<file path="config.mk">
export PLATFORM = sky130hd
export DESIGN_NAME = token_match_unit
export DESIGN_NICKNAME = d
export VERILOG_FILES = /design/src/rtl/tmu_pkg.sv /design/src/rtl/tmu_slot.sv /design/src/rtl/tmu_control.sv /design/src/rtl/tmu_datapath.sv /design/src/rtl/token_match_unit.sv
export SDC_FILE = /design/constraint.sdc
export NUM_CORES = 1
export LEC_CHECK = 0
export BUFFER_PORTS_ARGS = -buffer_cell sky130_fd_sc_hd__clkbuf_2
export CAP_MARGIN = 20
export CORE_ASPECT_RATIO = 1.4
export CORE_MARGIN = 2
export CORE_UTILIZATION = 27
export CTS_CLUSTER_DIAMETER = 150
export CTS_CLUSTER_SIZE = 28
export DETAILED_ROUTE_END_ITERATION = 10
export SYNTH_ARGS = -nofsm -noshare
export SYNTH_HDL_FRONTEND = slang
export SYNTH_HIERARCHICAL = 1
export SYNTH_SLANG_ARGS = --single-unit
</file>
<file path="constraint.sdc">
create_clock -name clk -period 8.17 [get_ports clk]
set_clock_uncertainty 0.05 [all_clocks]
set_input_delay 1.634 -clock clk [delete_from_list [all_inputs] [get_ports clk]]
set_output_delay 1.634 -clock clk [all_outputs]
set_load 0.005 [all_outputs]
</file>
<file path="src/rtl/tmu_pkg.sv">
package tmu_pkg;

  // strobes from control to datapath, one decision per cycle
  typedef struct packed {
    logic take;        // input token accepted this edge
    logic fireSingle;  // one-operand instruction fires
    logic fireMatch;   // waiting partner found, pair fires
    logic alloc;       // token written into a free entry
    logic dropDup;     // duplicate slot, token discarded
    logic outDrain;    // consumer takes the output packet
  } tmuStrobe_t;

endpackage

</file>
<file path="src/rtl/tmu_slot.sv">
module tmu_slot #(
  parameter int TAG_W  = 6,
  parameter int DATA_W = 16
) (
  input  logic              clk,
  input  logic              rstN,
  input  logic              setEn,
  input  logic              clrEn,
  input  logic [TAG_W-1:0]  setTag,
  input  logic              setPort,
  input  logic [DATA_W-1:0] setData,
  input  logic [TAG_W-1:0]  lookTag,
  output logic              slotValid,
  output logic              slotHit,
  output logic              slotPort,
  output logic [DATA_W-1:0] slotData
);

  logic [TAG_W-1:0] tagQ;

  always_ff @(posedge clk) begin
    if (!rstN) begin
      slotValid <= 1'b0;
      tagQ      <= '0;
      slotPort  <= 1'b0;
      slotData  <= '0;
    end else if (setEn) begin
      slotValid <= 1'b1;
      tagQ      <= setTag;
      slotPort  <= setPort;
      slotData  <= setData;
    end else if (clrEn) begin
      slotValid <= 1'b0;
    end
  end

  assign slotHit = slotValid && (tagQ == lookTag);

endmodule

</file>
<file path="src/rtl/tmu_control.sv">
module tmu_control
  import tmu_pkg::*;
(
  input  logic       inValid,
  input  logic       inTwo,
  input  logic       hitAny,
  input  logic       hitSamePort,
  input  logic       storeFull,
  input  logic       outValid,
  input  logic       outReady,
  output logic       inReady,
  output tmuStrobe_t strobe
);

  logic roomOut;
  logic needsSlot;

  always_comb begin
    roomOut   = !outValid || outReady;
    needsSlot = inTwo && !hitAny;
    // a token that needs no new entry may enter a full store
    inReady   = roomOut && (!storeFull || (inValid && !needsSlot));

    strobe.take       = inValid && inReady;
    strobe.fireSingle = strobe.take && !inTwo;
    strobe.fireMatch  = strobe.take && inTwo && hitAny && !hitSamePort;
    strobe.dropDup    = strobe.take && inTwo && hitAny && hitSamePort;
    strobe.alloc      = strobe.take && needsSlot;
    strobe.outDrain   = outValid && outReady;
  end

endmodule

</file>
<file path="src/rtl/tmu_datapath.sv">
module tmu_datapath
  import tmu_pkg::*;
#(
  parameter int DATA_W = 16,
  parameter int TAG_W  = 6,
  parameter int DEPTH  = 16
) (
  input  logic              clk,
  input  logic              rstN,
  input  tmuStrobe_t        strobe,
  input  logic [TAG_W-1:0]  inTag,
  input  logic              inPort,
  input  logic [DATA_W-1:0] inData,
  output logic              hitAny,
  output logic              hitSamePort,
  output logic              storeFull,
  output logic [DEPTH-1:0]  hitVec,
  output logic              outValid,
  output logic [TAG_W-1:0]  outTag,
  output logic [DATA_W-1:0] outOp0,
  output logic [DATA_W-1:0] outOp1,
  output logic              outPair,
  output logic              errDrop
);

  localparam int IDX_W = (DEPTH > 1) ? $clog2(DEPTH) : 1;

  logic [DEPTH-1:0]  validVec;
  logic [DEPTH-1:0]  portVec;
  logic [DATA_W-1:0] dataArr [DEPTH];
  logic [DEPTH-1:0]  setVec;
  logic [DEPTH-1:0]  clrVec;
  logic [IDX_W-1:0]  freeIdx;
  logic              freeFound;
  logic [DATA_W-1:0] hitData;
  logic              hitPort;

  generate
    for (genvar g = 0; g < DEPTH; g++) begin : gSlot
      assign setVec[g] = strobe.alloc && (freeIdx == IDX_W'(g));
      assign clrVec[g] = strobe.fireMatch && hitVec[g];
      tmu_slot #(.TAG_W(TAG_W), .DATA_W(DATA_W)) uSlot (
        .clk      (clk),
        .rstN     (rstN),
        .setEn    (setVec[g]),
        .clrEn    (clrVec[g]),
        .setTag   (inTag),
        .setPort  (inPort),
        .setData  (inData),
        .lookTag  (inTag),
        .slotValid(validVec[g]),
        .slotHit  (hitVec[g]),
        .slotPort (portVec[g]),
        .slotData (dataArr[g])
      );
    end
  endgenerate

  // lowest free entry wins the allocation
  always_comb begin
    freeIdx   = '0;
    freeFound = 1'b0;
    for (int i = 0; i < DEPTH; i++) begin
      if (!validVec[i] && !freeFound) begin
        freeIdx   = IDX_W'(i);
        freeFound = 1'b1;
      end
    end
  end

  // at most one entry per tag, so an OR of gated values is a clean mux
  always_comb begin
    hitData = '0;
    hitPort = 1'b0;
    for (int i = 0; i < DEPTH; i++) begin
      hitData = hitData | (hitVec[i] ? dataArr[i] : '0);
      hitPort = hitPort | (hitVec[i] & portVec[i]);
    end
  end

  assign hitAny      = |hitVec;
  assign hitSamePort = hitAny && (hitPort == inPort);
  assign storeFull   = &validVec;

  // output register
  always_ff @(posedge clk) begin
    if (!rstN) begin
      outValid <= 1'b0;
      outTag   <= '0;
      outOp0   <= '0;
      outOp1   <= '0;
      outPair  <= 1'b0;
      errDrop  <= 1'b0;
    end else begin
      errDrop <= strobe.dropDup;
      if (strobe.fireSingle) begin
        outValid <= 1'b1;
        outTag   <= inTag;
        outOp0   <= inData;
        outOp1   <= '0;
        outPair  <= 1'b0;
      end else if (strobe.fireMatch) begin
        outValid <= 1'b1;
        outTag   <= inTag;
        outOp0   <= inPort ? hitData : inData;
        outOp1   <= inPort ? inData : hitData;
        outPair  <= 1'b1;
      end else if (strobe.outDrain) begin
        outValid <= 1'b0;
      end
    end
  end

endmodule

</file>
<file path="src/rtl/token_match_unit.sv">
module token_match_unit
  import tmu_pkg::*;
#(
  parameter int DATA_W = 16,
  parameter int TAG_W  = 6,
  parameter int DEPTH  = 16
) (
  input  logic              clk,
  input  logic              rstN,
  input  logic              inValid,
  output logic              inReady,
  input  logic [TAG_W-1:0]  inTag,
  input  logic              inPort,
  input  logic              inTwo,
  input  logic [DATA_W-1:0] inData,
  output logic              outValid,
  input  logic              outReady,
  output logic [TAG_W-1:0]  outTag,
  output logic [DATA_W-1:0] outOp0,
  output logic [DATA_W-1:0] outOp1,
  output logic              outPair,
  output logic              errDrop
);

  tmuStrobe_t       strobe;
  logic             hitAny;
  logic             hitSamePort;
  logic             storeFull;
  logic [DEPTH-1:0] hitVec;

  tmu_control uCtrl (
    .inValid    (inValid),
    .inTwo      (inTwo),
    .hitAny     (hitAny),
    .hitSamePort(hitSamePort),
    .storeFull  (storeFull),
    .outValid   (outValid),
    .outReady   (outReady),
    .inReady    (inReady),
    .strobe     (strobe)
  );

  tmu_datapath #(.DATA_W(DATA_W), .TAG_W(TAG_W), .DEPTH(DEPTH)) uDp (
    .clk        (clk),
    .rstN       (rstN),
    .strobe     (strobe),
    .inTag      (inTag),
    .inPort     (inPort),
    .inData     (inData),
    .hitAny     (hitAny),
    .hitSamePort(hitSamePort),
    .storeFull  (storeFull),
    .hitVec     (hitVec),
    .outValid   (outValid),
    .outTag     (outTag),
    .outOp0     (outOp0),
    .outOp1     (outOp1),
    .outPair    (outPair),
    .errDrop    (errDrop)
  );

endmodule

</file>
; ---- Yosys cells after proc, flatten, opt, wreduce, memory -nomap -nowiden
; Index checks and enable logic that the tools add are counted.
[classes]
n_reduce_logical = 134
n_eq_ne = 32
n_bitwise = 47
mux = 87
[op_table]
columns = op, count
row1 = $mux W16, 20
row2 = $or A16 B16 Y16, 15
row3 = $eq A6 B6 Y1, 16
row4 = $logic_and A1 B1 Y1, 75
row5 = $mux W4, 13
row6 = $mux W1, 51
row7 = $logic_not A1 Y1, 35
row8 = $reduce_bool A2 Y1, 17
row9 = $eq A4 B4 Y1 const B, 8
row10 = $and A1 B1 Y1, 16
row11 = $eq A4 B3 Y1 const B, 4
row12 = $reduce_and A16 Y1, 1
row13 = $reduce_or A16 Y1, 1
row14 = $or A1 B1 Y1, 15
row15 = $mux W6, 2
row16 = $eq A4 B2 Y1 const B, 2
row17 = $eq A4 B1 Y1 const B, 1
row18 = $logic_not A4 Y1, 1
row19 = $reduce_bool A3 Y1, 1
row20 = $logic_or A1 B1 Y1, 2
row21 = $mux W2, 1
row22 = $reduce_or A2 Y1, 1
row23 = $eq A1 B1 Y1, 1
row24 = $not A1 Y1, 1
[word_totals]
out_inout_bits = 42
input_bits = 28
ff_bits = 425

; ---- Logic depth before layout (Yosys ltp)
; Gate-level depths: netlist of run 1.
[logic_depth]
word_depth = 48
ltp_mapped = 17
mapped_depth_nobuf = 14

; ---- By module
; Netlist of run 1, hierarchy kept.
[modules_own_cells]
columns = mod, instances, seq_area_each_um2, cells_per_inst, area_per_inst_um2
row1 = tmu_slot, 16, 480.5, 85, 992.2
row2 = tmu_datapath, 1, 820.8, 448, 3550.9
row3 = tmu_control, 1, 0.0, 12, 98.8

; ---- Worst setup path before layout of run 1
; OpenSTA, ideal clock, no wires.
[synth_timing]
path_type = input to output
start = input inTag[0]
end = output inReady
path_slack_ns = 3.279
cell_stages = 8
t_arrival_ns = 3.207
cell_sequence = xor2_1 > nor4_1 > clkbuf_1 > clkbuf_1 > nor4_1 > nand4_1 > and3b_1 > nor3_2
[synth_between]
elab_chain_cells = 9
elab_cells_between_ends = 39
classes_between = 16 x eq/ne / 23 x reduce/logical
[synth_lines]
columns = item, line
row1 = "start, declared", token_match_unit.sv:12  ; input logic [TAG_W-1:0] inTag,
row2 = $eq A6 B6 Y1, tmu_slot.sv:37  ; assign slotHit = slotValid && (tagQ == lookTag);
row3 = $logic_and A1 B1 Y1, tmu_slot.sv:37
row4 = named net hitVec[12], token_match_unit.sv:29  ; logic [DEPTH-1:0] hitVec;
row5 = $reduce_or A16 Y1, tmu_datapath.sv:81  ; assign hitAny = |hitVec;
row6 = named net hitAny, token_match_unit.sv:26  ; logic hitAny;
row7 = $logic_not A1 Y1, tmu_control.sv:20  ; needsSlot = inTwo && !hitAny;
row8 = $logic_and A1 B1 Y1, tmu_control.sv:20
row9 = $logic_not A1 Y1, tmu_control.sv:22  ; inReady = roomOut && (!storeFull || (inValid && !needsSlot));
row10 = $logic_and A1 B1 Y1, tmu_control.sv:22
row11 = $logic_or A1 B1 Y1, tmu_control.sv:22
row12 = $logic_and A1 B1 Y1, tmu_control.sv:22
row13 = "end, declared", token_match_unit.sv:11  ; output logic inReady,
; The timed path passes the listed nets, and every way through them passes these cells.

==> results of run 1 <==
## power by group through the flow
stage               logic, mW  registers (mW)  clock network (mW)
global route            0.222            2.10                1.20
floorplan               0.109            2.14                   0
finish                  0.206            2.09                1.10
global placement        0.201            2.14                   0
detailed placement      0.206            2.14                   0
CTS                     0.206            2.10                1.13
## area by class of cell
| cell class | count | area share [%] |
|---|---|---|
| inverter | 4 | 0.0715 |
| multi-input combinational | 1260 | 47.9 |
| antenna | 1 | 0.0119 |
| clock buffer | 19 | 2.26 |
| tap | 944 | 5.62 |
| timing repair buffer | 111 | 3.50 |
| sequential | 425 | 40.5 |
| clock inverter | 1 | 0.143 |
## stage by stage
stage               util, %  worst slack (ps)  power [mW]
detailed placement     28.6              1550        2.35
CTS                    29.3              2110        3.44
global placement       28.6              1610        2.34
finish                 29.4              2010        3.40
global route           29.4              1750        3.52
floorplan                 -              3310        2.25
## registers in the layout, indices dropped and copies added (netlist names)
name / cells
uDp/errDrop: 1
uDp/gSlot.uSlot/slotData: 256
uDp/gSlot.uSlot/slotPort: 16
uDp/gSlot.uSlot/slotValid: 16
uDp/gSlot.uSlot/tagQ: 96
uDp/outOp0: 16
uDp/outOp1: 16
uDp/outPair: 1
uDp/outTag: 6
uDp/outValid: 1
## critical path, delay by kind of cell
family / cells / cell delay, ps
AND/OR/NAND/NOR: 8 / 3160
AO/OA/AOI/OAI: 1 / 270
XOR/XNOR: 1 / 150
multiplexers: 1 / 290
buffers and inverters: 3 / 990
## per-layer routing
layer / global-route usage (%) / vias to the layer above
li1: - / 6377
met1: 16.9 / 6704
met2: 29.3 / 314
met3: 1.24 / 110
met4: 8.00 / 6
met5: 0 / -
## cells in the final DEF (no fill, tap or decap), types with 3 or more instances in the layout
| master | n |
|---|---|
| sky130_fd_sc_hd__a22o_1 | 84 |
| sky130_fd_sc_hd__inv_1 | 4 |
| sky130_fd_sc_hd__nor2_1 | 5 |
| sky130_fd_sc_hd__xor2_1 | 48 |
| sky130_fd_sc_hd__nor3_2 | 9 |
| sky130_fd_sc_hd__nand2_1 | 33 |
| sky130_fd_sc_hd__buf_4 | 37 |
| sky130_fd_sc_hd__nor4_2 | 16 |
| sky130_fd_sc_hd__dfxtp_1 | 425 |
| sky130_fd_sc_hd__nor2_4 | 6 |
| sky130_fd_sc_hd__and2_1 | 20 |
| sky130_fd_sc_hd__mux2i_1 | 368 |
| sky130_fd_sc_hd__o21ai_0 | 31 |
| sky130_fd_sc_hd__o21a_1 | 16 |
| sky130_fd_sc_hd__clkbuf_16 | 19 |
| sky130_fd_sc_hd__clkbuf_2 | 68 |
| sky130_fd_sc_hd__and4_1 | 16 |
| sky130_fd_sc_hd__nor4_1 | 6 |
| sky130_fd_sc_hd__xnor2_1 | 49 |
| sky130_fd_sc_hd__o21ai_1 | 10 |
| sky130_fd_sc_hd__nor2b_1 | 388 |
| sky130_fd_sc_hd__nand4_1 | 20 |
| sky130_fd_sc_hd__a21boi_0 | 8 |
| sky130_fd_sc_hd__a21o_1 | 17 |
| sky130_fd_sc_hd__a221oi_1 | 68 |
| sky130_fd_sc_hd__a21oi_1 | 17 |
| sky130_fd_sc_hd__buf_12 | 3 |
## final timing paths
kind                                                 from  slack [ps]  cells after the start                                          end
hold / removal                 uDp/outOp0[0]$_SDFFE_PN0P_         410                      1                   uDp/outOp0[0]$_SDFFE_PN0P_
hold reg to reg                uDp/outOp0[0]$_SDFFE_PN0P_         410                      1                   uDp/outOp0[0]$_SDFFE_PN0P_
setup reg to reg  uDp/gSlot[1].uSlot/tagQ[2]$_SDFFE_PN0P_        3460                     13  uDp/gSlot[2].uSlot/slotData[9]$_SDFFE_PN0P_
setup / recovery                                 inTag[2]        2010                     14  uDp/gSlot[2].uSlot/slotData[9]$_SDFFE_PN0P_
==> out/metrics.cfg, run 1 <==
[status]
run_status = complete, no violations

[place]
hpwlAfterDp_um = 38100
dp.cells = 2743
gp_routability_congestion = 0.790
detailed_place.area_um2 = 20500
port_buffers = 69

[floorplanning]
die_height_um = 322
initial_core_util_pct = 27.3
row_count = 116
die_area_um2 = 74500
core-area_um2 = 71600
num_io_pins = 70
floorplan.die.width_um = 231

[logic_synthesis]
yosysWarningCount = 6
syn_area_um2 = 19500
synth.net_count = 1847
synth_cells = 1819
syn_area_per_cell_um2 = 10.7

[power]
powerDensity_nw_per_um2 = 162
power.clock.fraction_pct = 32.2
power.switching_fraction_pct = 23.7
vdd_drop_max_uv = 111
power.combinational.fraction_pct = 6.1
power_report.internal_total_mw = 2.59
power.sequential.fraction_pct = 61.7
total_net_switching_power_mw = 0.803
cellLeakagePower_nw = 6.39

[setup_path]
cp_max_fo = 33
critical-path-slowest-cell = sky130_fd_sc_hd__nor2_4
cp_data_required_time_ps = 8560
critPathArrivalTime_ps = 6550
startpoint_type = input port
worst_path_largest_cell_delay_ps = 870
path_cells = clkbuf_2, xnor2_1, nand4_1, nor4_2, buf_4, nor4_1, nand4_1, nor4_1, inv_1, or4_1, a21o_1, nor2_4, mux2i_1, nor2b_1
timing_worst_setup_path_type = in -> reg
worstSetupEndpointType = flip-flop

[global_route]
antenna_found_initial = 3
groute.usage.overall_pct = 15.4
first_pass_grt_wire_length_um = 86900
largest_net_degree_at_the_start_of_global_routing = 287
number_of_global_route_vias_before_repair = 13600
total_congestion_overflow = 0

[clock_network]
post-cts-setup-buffer-count = 0
cts_root_buf = sky130_fd_sc_hd__clkbuf_16
cts-htree-levels = 1
cts.sinks = 425
cts_inserted_buffers = 19
post_cts.resized_instances = 0
clk_pin_slew_worst_paths_ps = 110
clk_latency_ps = 540
cts_tree = done
max-clock-path-buffers = 3
post_cts_hold_buffer_count = 0

[sta]
setup_tns_ps = 0
finalWorstPathRequiredPeriod_ps = 6160
timing_worst_slew_pin_value_ps = 1150
max_clock_freq_mhz = 162
final-hold-violation-count = 0
grt_setup_unrepaired = false
timing.final.crit_share_pct = 75.4
worst_slew_margin_rel_pct = 23.3
final_max_slew_viol_count = 0
setup_viol = 0
hold_ws_ps = 413

[route]
antenna_left = 0
maxUsedRoutingLayer = met5
viasPerCell = 4.89
route.detailed.wl_per_inst_um = 21.3
route.final.wire_length_um = 58900
initialDrtViolationCount = 957
met2RoutedLength_um = 30900
remaining_drc_errors = 0
vias = 13500
wl_met1_um = 23000
met3_wirelength_um = 1780
detail_route.first_pass.iterations = 6

[cells_and_area]
finalNonFillerCells = 2765
num-fill-cells = 7342
fraction_of_final_layout_cells_with_drive_strength_greater_than_1_pct = 9.51
num-nets-final = 1849
multi_input_area_um2 = 10100
area_growth_syn_to_layout_pct = 7.64
final_cell_area_um2 = 21000
seqCellArea_um2 = 8510

[min_path]
hold_path_class = reg -> reg

[job]
cap_viol_max_count = 0

Power figures use the tool's default switching activity.
==> inputs of run 2 (changes only) <==
Clock period 8.17 ns to 5.95 ns, I/O delays scaled along.
==> run 2 against run 1 <==
  * Via count grew 0.63%
  * Setup slack lost 1100 ps
  * Global-route usage shrank 0.40 points
  * Critical path depth shrank 1
  * Largest cell class unchanged
==> out/metrics.cfg, run 2 (synthesis gave the netlist of run 1 again) <==
[min_path]
worstHoldStart = uDp/outOp0[9]$_SDFFE_PN0P_
holdPathEnd = uDp/outOp0[9]$_SDFFE_PN0P_
timing.hold.worst_path_depth = 1  ; unchanged
hold_path_class = reg -> reg

[floorplanning]
die_height_um = 322  ; unchanged
initial_core_util_pct = 27.3  ; unchanged
die_area_um2 = 74500  ; unchanged
row_count = 116  ; unchanged
floorplan.die.width_um = 231  ; unchanged
core-area_um2 = 71600  ; unchanged
num_io_pins = 70  ; unchanged

[route]
route.detailed.wl_per_inst_um = 20.5  ; -3.5%
met3_wirelength_um = 2190  ; +23%
remaining_drc_errors = 0  ; unchanged
maxUsedRoutingLayer = met5
wl_met1_um = 22300  ; -3.1%
initialDrtViolationCount = 769  ; -20%
detail_route.first_pass.iterations = 4  ; -2
vias = 13600  ; +0.63%
antenna_left = 0  ; unchanged
met2RoutedLength_um = 29600  ; -4.4%
viasPerCell = 4.88  ; about the same
route.final.wire_length_um = 57200  ; -2.9%

[clock_network]
cts.sinks = 425  ; unchanged
post_cts_hold_buffer_count = 0  ; unchanged
cts_inserted_buffers = 19  ; unchanged
post_cts.resized_instances = 0  ; unchanged
cts-htree-levels = 1  ; unchanged
cts_tree = done
max-clock-path-buffers = 3  ; unchanged
clk_latency_ps = 560  ; +20 ps
cts_root_buf = sky130_fd_sc_hd__clkbuf_16
clk_pin_slew_worst_paths_ps = 110  ; about the same
post-cts-setup-buffer-count = 0  ; unchanged

[place]
port_buffers = 69  ; unchanged
hpwlAfterDp_um = 36700  ; -3.6%
gp_routability_congestion = 0.832  ; +5.3%
detailed_place.area_um2 = 20600  ; +0.82%
pre_cts_ws_ps = 407  ; -1140 ps

[global_route]
total_congestion_overflow = 0  ; unchanged
groute.usage.overall_pct = 15.0  ; -0.40 points
antenna_found_initial = 6  ; +3
largest_net_degree_at_the_start_of_global_routing = 173  ; -40%
number_of_global_route_vias_before_repair = 13700  ; +0.68%
first_pass_grt_wire_length_um = 85700  ; -1.4%

[setup_path]
r2r_end = uDp/gSlot[3].uSlot/slotData[5]$_SDFFE_PN0P_
worst_r2r_path_depth = 12  ; -1
startpoint_type = input port
critPathArrivalTime_ps = 5400  ; -1150 ps
timing_worst_setup_path_type = in -> reg
r2r_slack_ps = 1670  ; -1790 ps
cp_max_fo = 17  ; -48%
critical_path.reg2reg.startpoint = uDp/gSlot[13].uSlot/tagQ[4]$_SDFFE_PN0P_
cp_data_required_time_ps = 6350  ; -2210 ps
worstSetupEndpointType = flip-flop

[sta]
timing.final.crit_share_pct = 84.0
setup_viol = 0  ; unchanged
finalWorstPathRequiredPeriod_ps = 5000
setup_tns_ps = 0  ; unchanged
timing_worst_slew_pin_value_ps = 1010  ; -143 ps
final_max_slew_viol_count = 0  ; unchanged
worst_slack_ps = 951  ; -1060 ps
final-hold-violation-count = 0  ; unchanged
worst_slew_margin_rel_pct = 32.8  ; +9.6 points
max_clock_freq_mhz = 200
grt_setup_unrepaired = false

[power]
vdd_drop_max_uv = 137  ; +24%
finalPower_mw = 4.67  ; +37%
powerDensity_nw_per_um2 = 220  ; +36%
cellLeakagePower_nw = 6.49  ; +1.6%

[cells_and_area]
largest_register_ffs = 256  ; unchanged
fraction_of_final_layout_cells_with_drive_strength_greater_than_1_pct = 10.5  ; +0.98 points
largestRegisters = uDp/gSlot.uSlot/slotData x256, uDp/gSlot.uSlot/tagQ x96
area_growth_syn_to_layout_pct = 8.55
num-nets-final = 1869  ; +1.1%
antenna-diode-count = 0  ; -1
regMostFlops = uDp/gSlot.uSlot/slotData
final_cell_area_um2 = 21200  ; +0.85%
leading_cell_types_in_the_layout_fill_and_taps_excluded = sky130_fd_sc_hd__dfxtp_1 (425), sky130_fd_sc_hd__nor2b_1 (388), sky130_fd_sc_hd__mux2i_1 (368)
final_common_cell = sky130_fd_sc_hd__dfxtp_1

[job]
cap_viol_max_count = 0  ; unchanged

[status]
run_status = complete, no violations

## run 2: layout make-up
cell class | instances | area [um^2]
Clock inverter | 1 | 30.0
Timing Repair Buffer | 131 | 915
Inverter | 4 | 15.0
Clock buffer | 19 | 475
Multi-Input combinational cell | 1260 | 10100
Sequential cell | 425 | 8510
Fill cell | 7352 | 50400
Tap cell | 944 | 1180
## run 2: report_power, final
group | internal [mW] | switching (mW)
clock | 0.590 | 0.918
combinational | 0.109 | 0.174
sequential | 2.86 | 0.0123
total | 3.56 | 1.10
## run 2: critical path: stages
cell and delay, ps:
sky130_fd_sc_hd__clkbuf_2 380, sky130_fd_sc_hd__xor2_1 280, sky130_fd_sc_hd__nor4_2 90, sky130_fd_sc_hd__nor4_1 670, sky130_fd_sc_hd__nand4_1 360, sky130_fd_sc_hd__nor4_1 590
sky130_fd_sc_hd__inv_1 70, sky130_fd_sc_hd__or4_1 680, sky130_fd_sc_hd__a21o_1 280, sky130_fd_sc_hd__nor2_4 110, sky130_fd_sc_hd__buf_4 360, sky130_fd_sc_hd__mux2i_1 250
sky130_fd_sc_hd__nor2b_1 60
## run 2: per-stage QoR
step	std cells	util, %	hold WS (ps)
2_1_floorplan	1819	-	401
3_3_place_gp	2763	28.9	389
3_5_place_dp	2763	28.9	392
4_1_cts	2783	29.6	419
5_1_grt	2784	29.6	435
6_report	2784	29.6	414
## run 2: how the worst max path moves through the flow
stage	endpoint	slack, ps	startpoint
final	uDp/gSlot[3].uSlot/slotData[5]$_SDFFE_PN0P_	950	inTag[4]
after global routing	uDp/gSlot[3].uSlot/slotData[8]$_SDFFE_PN0P_	670	inTag[3]
after CTS	uDp/gSlot[3].uSlot/slotData[13]$_SDFFE_PN0P_	970	inTag[3]
after detailed placement	uDp/gSlot[3].uSlot/slotData[5]$_SDFFE_PN0P_	410	inTag[3]
after global placement	uDp/gSlot[3].uSlot/slotData[13]$_SDFFE_PN0P_	460	inTag[3]
after floorplan	uDp/gSlot[3].uSlot/slotData[0]$_SDFFE_PN0P_	1680	inTag[2]
## run 2: layer usage
metal	global-route usage (%)	up-vias
met5	0	-
met4	7.86	12
met3	2.05	130
met2	28.1	294
met1	16.3	6757
li1	-	6403
